File: src/rtl/seep_pkg.sv
`timescale 1ns/1ps
package seep_pkg;
  localparam int BYTE_W = 8;

  typedef enum logic [2:0] {
    ST_IDLE,
    ST_RX,
    ST_ACK,
    ST_TX,
    ST_RACK
  } st_e;

  typedef enum logic [1:0] {
    PH_DEV,
    PH_WORD,
    PH_DATA
  } ph_e;
endpackage

File: src/rtl/seep_sync.sv
`timescale 1ns/1ps
module seep_sync #(
  parameter int STAGES  = 2,
  parameter bit RST_VAL = 1'b1
) (
  input  logic clk_i,
  input  logic rst_ni,
  input  logic d_i,
  output logic q_o
);
  logic [STAGES-1:0] sr_q;

  always_ff @(posedge clk_i or negedge rst_ni) begin
    if (!rst_ni) sr_q <= {STAGES{RST_VAL}};
    else         sr_q <= {sr_q[STAGES-2:0], d_i};
  end

  assign q_o = sr_q[STAGES-1];
endmodule

File: src/rtl/seep_cond.sv
`timescale 1ns/1ps
module seep_cond #(
  parameter int STAGES = 2
) (
  input  logic clk_i,
  input  logic rst_ni,
  input  logic scl_i,
  input  logic sda_i,
  output logic scl_rise_o,
  output logic scl_fall_o,
  output logic start_o,
  output logic stop_o,
  output logic sda_o
);
  logic [1:0] raw;
  logic [1:0] syn;
  logic       scl_q, sda_q;

  assign raw = {sda_i, scl_i};

  for (genvar g = 0; g < 2; g++) begin : g_sync
    seep_sync #(.STAGES(STAGES), .RST_VAL(1'b1)) u_sync (
      .clk_i (clk_i),
      .rst_ni(rst_ni),
      .d_i   (raw[g]),
      .q_o   (syn[g])
    );
  end

  always_ff @(posedge clk_i or negedge rst_ni) begin
    if (!rst_ni) begin
      scl_q <= 1'b1;
      sda_q <= 1'b1;
    end else begin
      scl_q <= syn[0];
      sda_q <= syn[1];
    end
  end

  assign scl_rise_o = syn[0] & ~scl_q;
  assign scl_fall_o = ~syn[0] & scl_q;
  // SDA edges count only while SCL stays high
  assign start_o    = syn[0] & scl_q & sda_q & ~syn[1];
  assign stop_o     = syn[0] & scl_q & ~sda_q & syn[1];
  assign sda_o      = syn[1];
endmodule

File: src/rtl/seep_timer.sv
`timescale 1ns/1ps
module seep_timer #(
  parameter int CYCLES = 1500
) (
  input  logic clk_i,
  input  logic rst_ni,
  input  logic start_i,
  output logic busy_o,
  output logic done_o
);
  localparam int CNT_W = $clog2(CYCLES + 1);

  logic [CNT_W-1:0] cnt_q;

  always_ff @(posedge clk_i or negedge rst_ni) begin
    if (!rst_ni)               cnt_q <= '0;
    else if (start_i)          cnt_q <= CNT_W'(CYCLES);
    else if (cnt_q != '0)      cnt_q <= cnt_q - 1'b1;
  end

  assign busy_o = (cnt_q != '0);
  assign done_o = (cnt_q == CNT_W'(1));
endmodule

File: src/rtl/seep_array.sv
`timescale 1ns/1ps
module seep_array #(
  parameter int ADDR_W = 8,
  parameter int PAGE_W = 4,
  parameter int DATA_W = 8
) (
  input  logic                     clk_i,
  input  logic                     rst_ni,
  input  logic [ADDR_W-1:0]        rd_addr_i,
  output logic [DATA_W-1:0]        rd_data_o,
  input  logic                     clr_i,
  input  logic                     page_ld_i,
  input  logic [ADDR_W-PAGE_W-1:0] page_i,
  input  logic                     wr_i,
  input  logic [PAGE_W-1:0]        wr_idx_i,
  input  logic [DATA_W-1:0]        wr_data_i,
  input  logic                     commit_i,
  output logic                     pend_o
);
  localparam int DEPTH = 1 << ADDR_W;
  localparam int PAGE  = 1 << PAGE_W;
  localparam int HI_W  = ADDR_W - PAGE_W;

  logic [DATA_W-1:0] mem_q [DEPTH];
  logic [DATA_W-1:0] stage_q [PAGE];
  logic [PAGE-1:0]   valid_q;
  logic [HI_W-1:0]   page_q;

  always_ff @(posedge clk_i or negedge rst_ni) begin
    if (!rst_ni) begin
      for (int i = 0; i < DEPTH; i++) mem_q[i] <= '0;
    end else if (commit_i) begin
      for (int i = 0; i < PAGE; i++)
        if (valid_q[i]) mem_q[{page_q, PAGE_W'(i)}] <= stage_q[i];
    end
  end

  always_ff @(posedge clk_i or negedge rst_ni) begin
    if (!rst_ni) begin
      for (int i = 0; i < PAGE; i++) stage_q[i] <= '0;
      valid_q <= '0;
      page_q  <= '0;
    end else if (commit_i || clr_i) begin
      valid_q <= '0;
    end else if (page_ld_i) begin
      valid_q <= '0;
      page_q  <= page_i;
    end else if (wr_i) begin
      stage_q[wr_idx_i] <= wr_data_i;
      valid_q[wr_idx_i] <= 1'b1;
    end
  end

  assign rd_data_o = mem_q[rd_addr_i];
  assign pend_o    = |valid_q;
endmodule

File: src/rtl/seep_top.sv
`timescale 1ns/1ps
module seep_top
  import seep_pkg::*;
#(
  parameter logic [6:0] DEV_ADDR    = 7'h50,
  parameter int         ADDR_W      = 8,
  parameter int         PAGE_W      = 4,
  parameter int         WR_CYCLES   = 1500,
  parameter int         SYNC_STAGES = 2
) (
  input  logic clk_i,
  input  logic rst_ni,
  input  logic scl_i,
  input  logic sda_i,
  input  logic wp_i,
  output logic sda_oe_o
);
  localparam int HI_W = ADDR_W - PAGE_W;

  logic scl_rise, scl_fall, start_w, stop_w, sda_s;
  logic busy_w, commit_w, pend_w;
  logic [BYTE_W-1:0] rd_data;

  st_e               st_q;
  ph_e               ph_q;
  logic [3:0]        cnt_q;
  logic [BYTE_W-1:0] sh_q, tx_q;
  logic [ADDR_W-1:0] addr_q;
  logic              rw_q, mack_q, oe_q;

  logic byte_done, ack_ok, buf_wr, page_ld, buf_clr, tmr_start;

  seep_cond #(.STAGES(SYNC_STAGES)) u_cond (
    .clk_i     (clk_i),
    .rst_ni    (rst_ni),
    .scl_i     (scl_i),
    .sda_i     (sda_i),
    .scl_rise_o(scl_rise),
    .scl_fall_o(scl_fall),
    .start_o   (start_w),
    .stop_o    (stop_w),
    .sda_o     (sda_s)
  );

  seep_timer #(.CYCLES(WR_CYCLES)) u_timer (
    .clk_i  (clk_i),
    .rst_ni (rst_ni),
    .start_i(tmr_start),
    .busy_o (busy_w),
    .done_o (commit_w)
  );

  seep_array #(.ADDR_W(ADDR_W), .PAGE_W(PAGE_W), .DATA_W(BYTE_W)) u_array (
    .clk_i    (clk_i),
    .rst_ni   (rst_ni),
    .rd_addr_i(addr_q),
    .rd_data_o(rd_data),
    .clr_i    (buf_clr),
    .page_ld_i(page_ld),
    .page_i   (sh_q[ADDR_W-1:PAGE_W]),
    .wr_i     (buf_wr),
    .wr_idx_i (addr_q[PAGE_W-1:0]),
    .wr_data_i(sh_q),
    .commit_i (commit_w),
    .pend_o   (pend_w)
  );

  assign byte_done = (st_q == ST_RX) && scl_fall && (cnt_q == 4'd8);

  always_comb begin
    unique case (ph_q)
      PH_DEV:  ack_ok = (sh_q[7:1] == DEV_ADDR) && !busy_w;
      PH_WORD: ack_ok = 1'b1;
      PH_DATA: ack_ok = !wp_i;
      default: ack_ok = 1'b0;
    endcase
  end

  assign buf_wr    = byte_done && (ph_q == PH_DATA) && !wp_i;
  assign page_ld   = byte_done && (ph_q == PH_WORD);
  assign buf_clr   = start_w && !busy_w;
  assign tmr_start = stop_w && pend_w && !busy_w;

  always_ff @(posedge clk_i or negedge rst_ni) begin
    if (!rst_ni) begin
      st_q   <= ST_IDLE;
      ph_q   <= PH_DEV;
      cnt_q  <= '0;
      sh_q   <= '0;
      tx_q   <= '0;
      addr_q <= '0;
      rw_q   <= 1'b0;
      mack_q <= 1'b0;
    end else if (start_w) begin
      st_q  <= ST_RX;
      ph_q  <= PH_DEV;
      cnt_q <= '0;
    end else if (stop_w) begin
      st_q <= ST_IDLE;
    end else begin
      unique case (st_q)
        ST_RX: begin
          if (scl_rise && cnt_q < 4'd8) begin
            sh_q  <= {sh_q[BYTE_W-2:0], sda_s};
            cnt_q <= cnt_q + 1'b1;
          end else if (byte_done) begin
            cnt_q <= '0;
            st_q  <= ack_ok ? ST_ACK : ST_IDLE;
            unique case (ph_q)
              PH_DEV:  rw_q <= sh_q[0];
              PH_WORD: addr_q <= sh_q[ADDR_W-1:0];
              PH_DATA: if (!wp_i)
                addr_q <= {addr_q[ADDR_W-1:PAGE_W], PAGE_W'(addr_q[PAGE_W-1:0] + 1'b1)};
              default: ;
            endcase
          end
        end
        ST_ACK: begin
          if (scl_fall) begin
            if (ph_q == PH_DEV && rw_q) begin
              st_q <= ST_TX;
              tx_q <= rd_data;
            end else begin
              st_q <= ST_RX;
              ph_q <= (ph_q == PH_DEV) ? PH_WORD : PH_DATA;
            end
          end
        end
        ST_TX: begin
          if (scl_fall) begin
            if (cnt_q == 4'd7) begin
              st_q   <= ST_RACK;
              cnt_q  <= '0;
              addr_q <= addr_q + 1'b1;
            end else begin
              tx_q  <= {tx_q[BYTE_W-2:0], 1'b0};
              cnt_q <= cnt_q + 1'b1;
            end
          end
        end
        ST_RACK: begin
          if (scl_rise) begin
            mack_q <= !sda_s;
          end else if (scl_fall) begin
            if (mack_q) begin
              st_q <= ST_TX;
              tx_q <= rd_data;
            end else begin
              st_q <= ST_IDLE;
            end
          end
        end
        default: st_q <= ST_IDLE;
      endcase
    end
  end

  always_ff @(posedge clk_i or negedge rst_ni) begin
    if (!rst_ni) oe_q <= 1'b0;
    else         oe_q <= (st_q == ST_ACK) || (st_q == ST_TX && !tx_q[BYTE_W-1]);
  end

  assign sda_oe_o = oe_q;

  logic [HI_W-1:0] unused_hi;
  assign unused_hi = '0;
endmodule

File: config.mk
export PLATFORM = sky130hd
export DESIGN_NAME = seep_top
export DESIGN_NICKNAME = d
export VERILOG_FILES = /design/src/rtl/seep_pkg.sv /design/src/rtl/seep_sync.sv /design/src/rtl/seep_cond.sv /design/src/rtl/seep_timer.sv /design/src/rtl/seep_array.sv /design/src/rtl/seep_top.sv
export SDC_FILE = /design/constraint.sdc
export NUM_CORES = 2
export LEC_CHECK = 0
export BUFFER_PORTS_ARGS = -buffer_cell sky130_fd_sc_hd__buf_2
export CORE_MARGIN = 3
export CORE_UTILIZATION = 45
export CTS_CLUSTER_SIZE = 14
export DETAILED_ROUTE_END_ITERATION = 10
export MAX_ROUTING_LAYER = met4
export PLACE_DENSITY_LB_ADDON = 0.1
export SETUP_SLACK_MARGIN = 0.2
export SLEW_MARGIN = 0
export SYNTH_ARGS = -nofsm -noshare
export SYNTH_HDL_FRONTEND = slang
export SYNTH_SLANG_ARGS = --single-unit
export TNS_END_PERCENT = 50
File: constraint.sdc
create_clock -name clk_i -period 4 [get_ports clk_i]
set_input_delay 0.2 -clock clk_i [delete_from_list [all_inputs] [get_ports clk_i]]
set_output_delay 0.2 -clock clk_i [all_outputs]
set_load 0.02 [all_outputs]
==> flow_summary.yaml <==
outcome:
  outcome: "complete, no violations"
timing:
  hold_violations: 0
  finalSetupViolations: 0
  fmax_mhz: 259.9
  fin_crit_sh: 0.9620
  skew_ps: 73.99
  setup-tns-final_ps: 0
  tightest_slew_ps: 1354
  slew_viol_final: 0
  slew_headroom: 0.09720
  finalCriticalPeriod_ps: 3848
  rsz0062_at_grt: "false"
yosys:
  synth.largest_area_cell: "dfrtp_1"
  syn_avg_cell_area_um2: 15.56
  synth_area_um2: 101400
  synth_seq_cells: 2249
  yosys_warnings: 0
  synth.distinct_cells: 74
  synth.most_common_cell: "dfrtp_1"
  syn_inst: 6519
  synth_nets: 6533
  ys_seq_area_frac: 0.5548
  synth_edf_count: 0
  synthArstFlopShare: 1.000
  synth_common_cells: "dfrtp_1 (2,243), mux2_2 (2,145), mux4_2 (512)"
  synth_ff_type: "dfrtp_1"
  synth_top_area_frac: 0.5533
  synth_area_leaders: "dfrtp_1 (55%), mux2_2 (24%), mux4_2 (11%)"
setup_path:
  r2r_cells: 9
  rrSetupSlack_ps: 150
  critPathCaptureType: "register"
  path_class: "register to register"
  worstReg2RegStart: "addr_q[2]"
  critPathMaxFanout: 27
  r2r_end: "tx_q[1]"
  worst_ep_arrival_time_ps: 4620
  cp-start-kind: "register"
  worstPathRequired_ps: 4770
grt:
  grt_pass1_wl_um: 580500
  antenna_found_initial: 96
  grt_remaining_overflow: 0
  grt_use_total: 0.3822
  grt_max_degree: 146
  grt_pass1_vias: 64109
floorplanning:
  row_count: 173
  core_um2: 223200
  dieArea_um2: 231200
  die_height_um: 480.8
  pin_count: 6
  die_w_um: 480.8
  start_util: 0.4546
clock_tree:
  cts_tree: "built"
  clock_latency_ps: 910
  cts_resized: 0
  cts_htree_levels: 4
  cts_root_buf: "clkbuf_16"
  postCtsSetupBuffers: 0
  cts.sinks: 2249
  clock_path_buffers: 3
  clk_pin_slew_ps: 70
  cts_made_buffers: 240
min_path:
  hold_depth: 6
  min-delay-start: "wp_i"
  hp-class: "input port to register"
  holdPathEnd: "st_q[1]"
routing:
  postRouteAntennaNets: 0
  firstDrtPassIters: 6
  wl_per_cell_um: 42.92
  routed_wl_um: 428100
  num_vias: 65290
  vias_per_cell: 6.545
  route.detailed.drc: 0
  drtIter0Drc: 8368
placed_design:
  port_buffers: 5
  dpl.hpwl_um: 297300
  placed_area_um2: 107100
  globalplace.congestion: 1.059
pwr:
  power.density_nw_per_um2: 430.9
  power.leakage_nw: 56.34
  vdd_ir_drop_max_uv: 520.1
  p_total_mw: 49.73
finish:
  fin_nets: 6764
  syn_to_final_growth_pct: 13.78
  final_area_um2: 115400
  drive_gt1_frac: 0.5082
  final.fill_count: 18685
  final_util: 0.5172
job:
  maxCapViolations: 0
-- cell type report --
cell class	instances	area [um2]	share of cell area
antenna	46	115.1	0.0009973
clock buffer	375	7134	0.06181
clock inverter	71	969.7	0.008401
inverter	15	58.81	0.0005095
multi-input combinational	3856	43450	0.3764
sequential	2249	56310	0.4878
tap	2975	3722	0.03225
timing repair buffer	388	3664	0.03174
-- worst max path at each step --
stage	depth (start not counted)	startpoint	end
5_1_grt	10	addr_q[0]	tx_q[6]
3_3_place_gp	10	addr_q[0]	tx_q[1]
6_report	9	addr_q[2]	tx_q[1]
4_1_cts	10	addr_q[0]	tx_q[1]
2_1_floorplan	11	addr_q[0]	u_array.stage_q[104]
3_5_place_dp	10	addr_q[0]	tx_q[1]
-- flip-flops by register name, indices dropped and copies added, names as in the netlist --
name	cells
u_array.mem_q	2048
u_timer.cnt_q	11
u_cond.g_sync.u_sync.sr_q	4
u_array.stage_q	128
u_cond.scl_q	1
st_q	3
sda_oe_o	1
mack_q	1
u_array.page_q	4
sh_q	8
cnt_q	4
tx_q	8
u_array.valid_q	16
addr_q	8
ph_q	2
rw_q	1
u_cond.sda_q	1
-- cells in the final DEF (no fill, tap or decap), drive strengths merged, types with 7 or more instances in the layout --
cell type / instances
o22ai: 34
nand2: 396
and3: 24
inv: 20
nand2b: 17
o31ai: 11
a211oi: 13
nand4: 11
diode: 46
nor2: 74
buf: 382
and2: 8
a21oi: 60
ha: 9
a221oi: 8
clkbuf: 375
a22oi: 51
mux4: 512
o221ai: 8
nand3b: 7
clkinv: 51
a31oi: 12
nand3: 38
nor2b: 14
mux2: 2201
nor4: 13
o21ai: 69
nor3: 32
mux2i: 139
bufinv: 12
dfrtp: 2243
-- report_power, final --
| group | total (mW) | switching (mW) | internal, mW |
|---|---|---|---|
| Clock | 22.9 | 9.83 | 13.0 |
| Combinational | 3.73 | 2.49 | 1.23 |
| Sequential | 23.1 | 0.219 | 22.9 |
| Total | 49.7 | 12.5 | 37.2 |
-- critical path: stages (launching register included) --
cell,delay (ps)
dfrtp_4,700
buf_4,610
nor2b_4,260
buf_12,260
a22oi_1,550
nand2_1,110
a22oi_1,590
a32oi_1,240
a21oi_1,260
o31ai_1,110
-- kinds of logic after synthesis --
group,Yosys count,share of synthesized area
compound gates,329,0.02162
xor+xnor,3,0.0002591
fa+ha+maj,9,0.001110
buf+inv,414,0.01776
mux,2852,0.3738
simple gates,663,0.03063
flops,2249,0.5548
-- per-layer routing --
layer | share of wire | global-route usage | vias to the layer above
met4 | 0.060 | 0.1926 | 0
met2 | 0.44 | 0.5492 | 3248
met3 | 0.081 | 0.08059 | 790
li1 | - | - | 24934
met1 | 0.41 | 0.5149 | 36318
met5 | 0 | - | -
-- timing repair --
| item | in CTS | in global routing |
|---|---|---|
| hold buffers | 7 | 0 |
| hold endpoints to repair | 558 | 0 |
| setup endpoints to repair | 0 | 0 |
-- stage by stage --
| stage | std cells | setup slack, ps | hold slack, ps |
|---|---|---|---|
| finish | 9975 | 152.1 | 70.47 |
| global route | 9957 | 308.4 | 82.23 |
| CTS | 9929 | 338.7 | 6.394 |
| detailed placement | 9476 | 353.5 | 292.7 |
| global placement | 9476 | 315.5 | 287.8 |
| floorplan | 6519 | 1153 | -95.59 |
No activity file was read; power rests on OpenSTA's default activity.
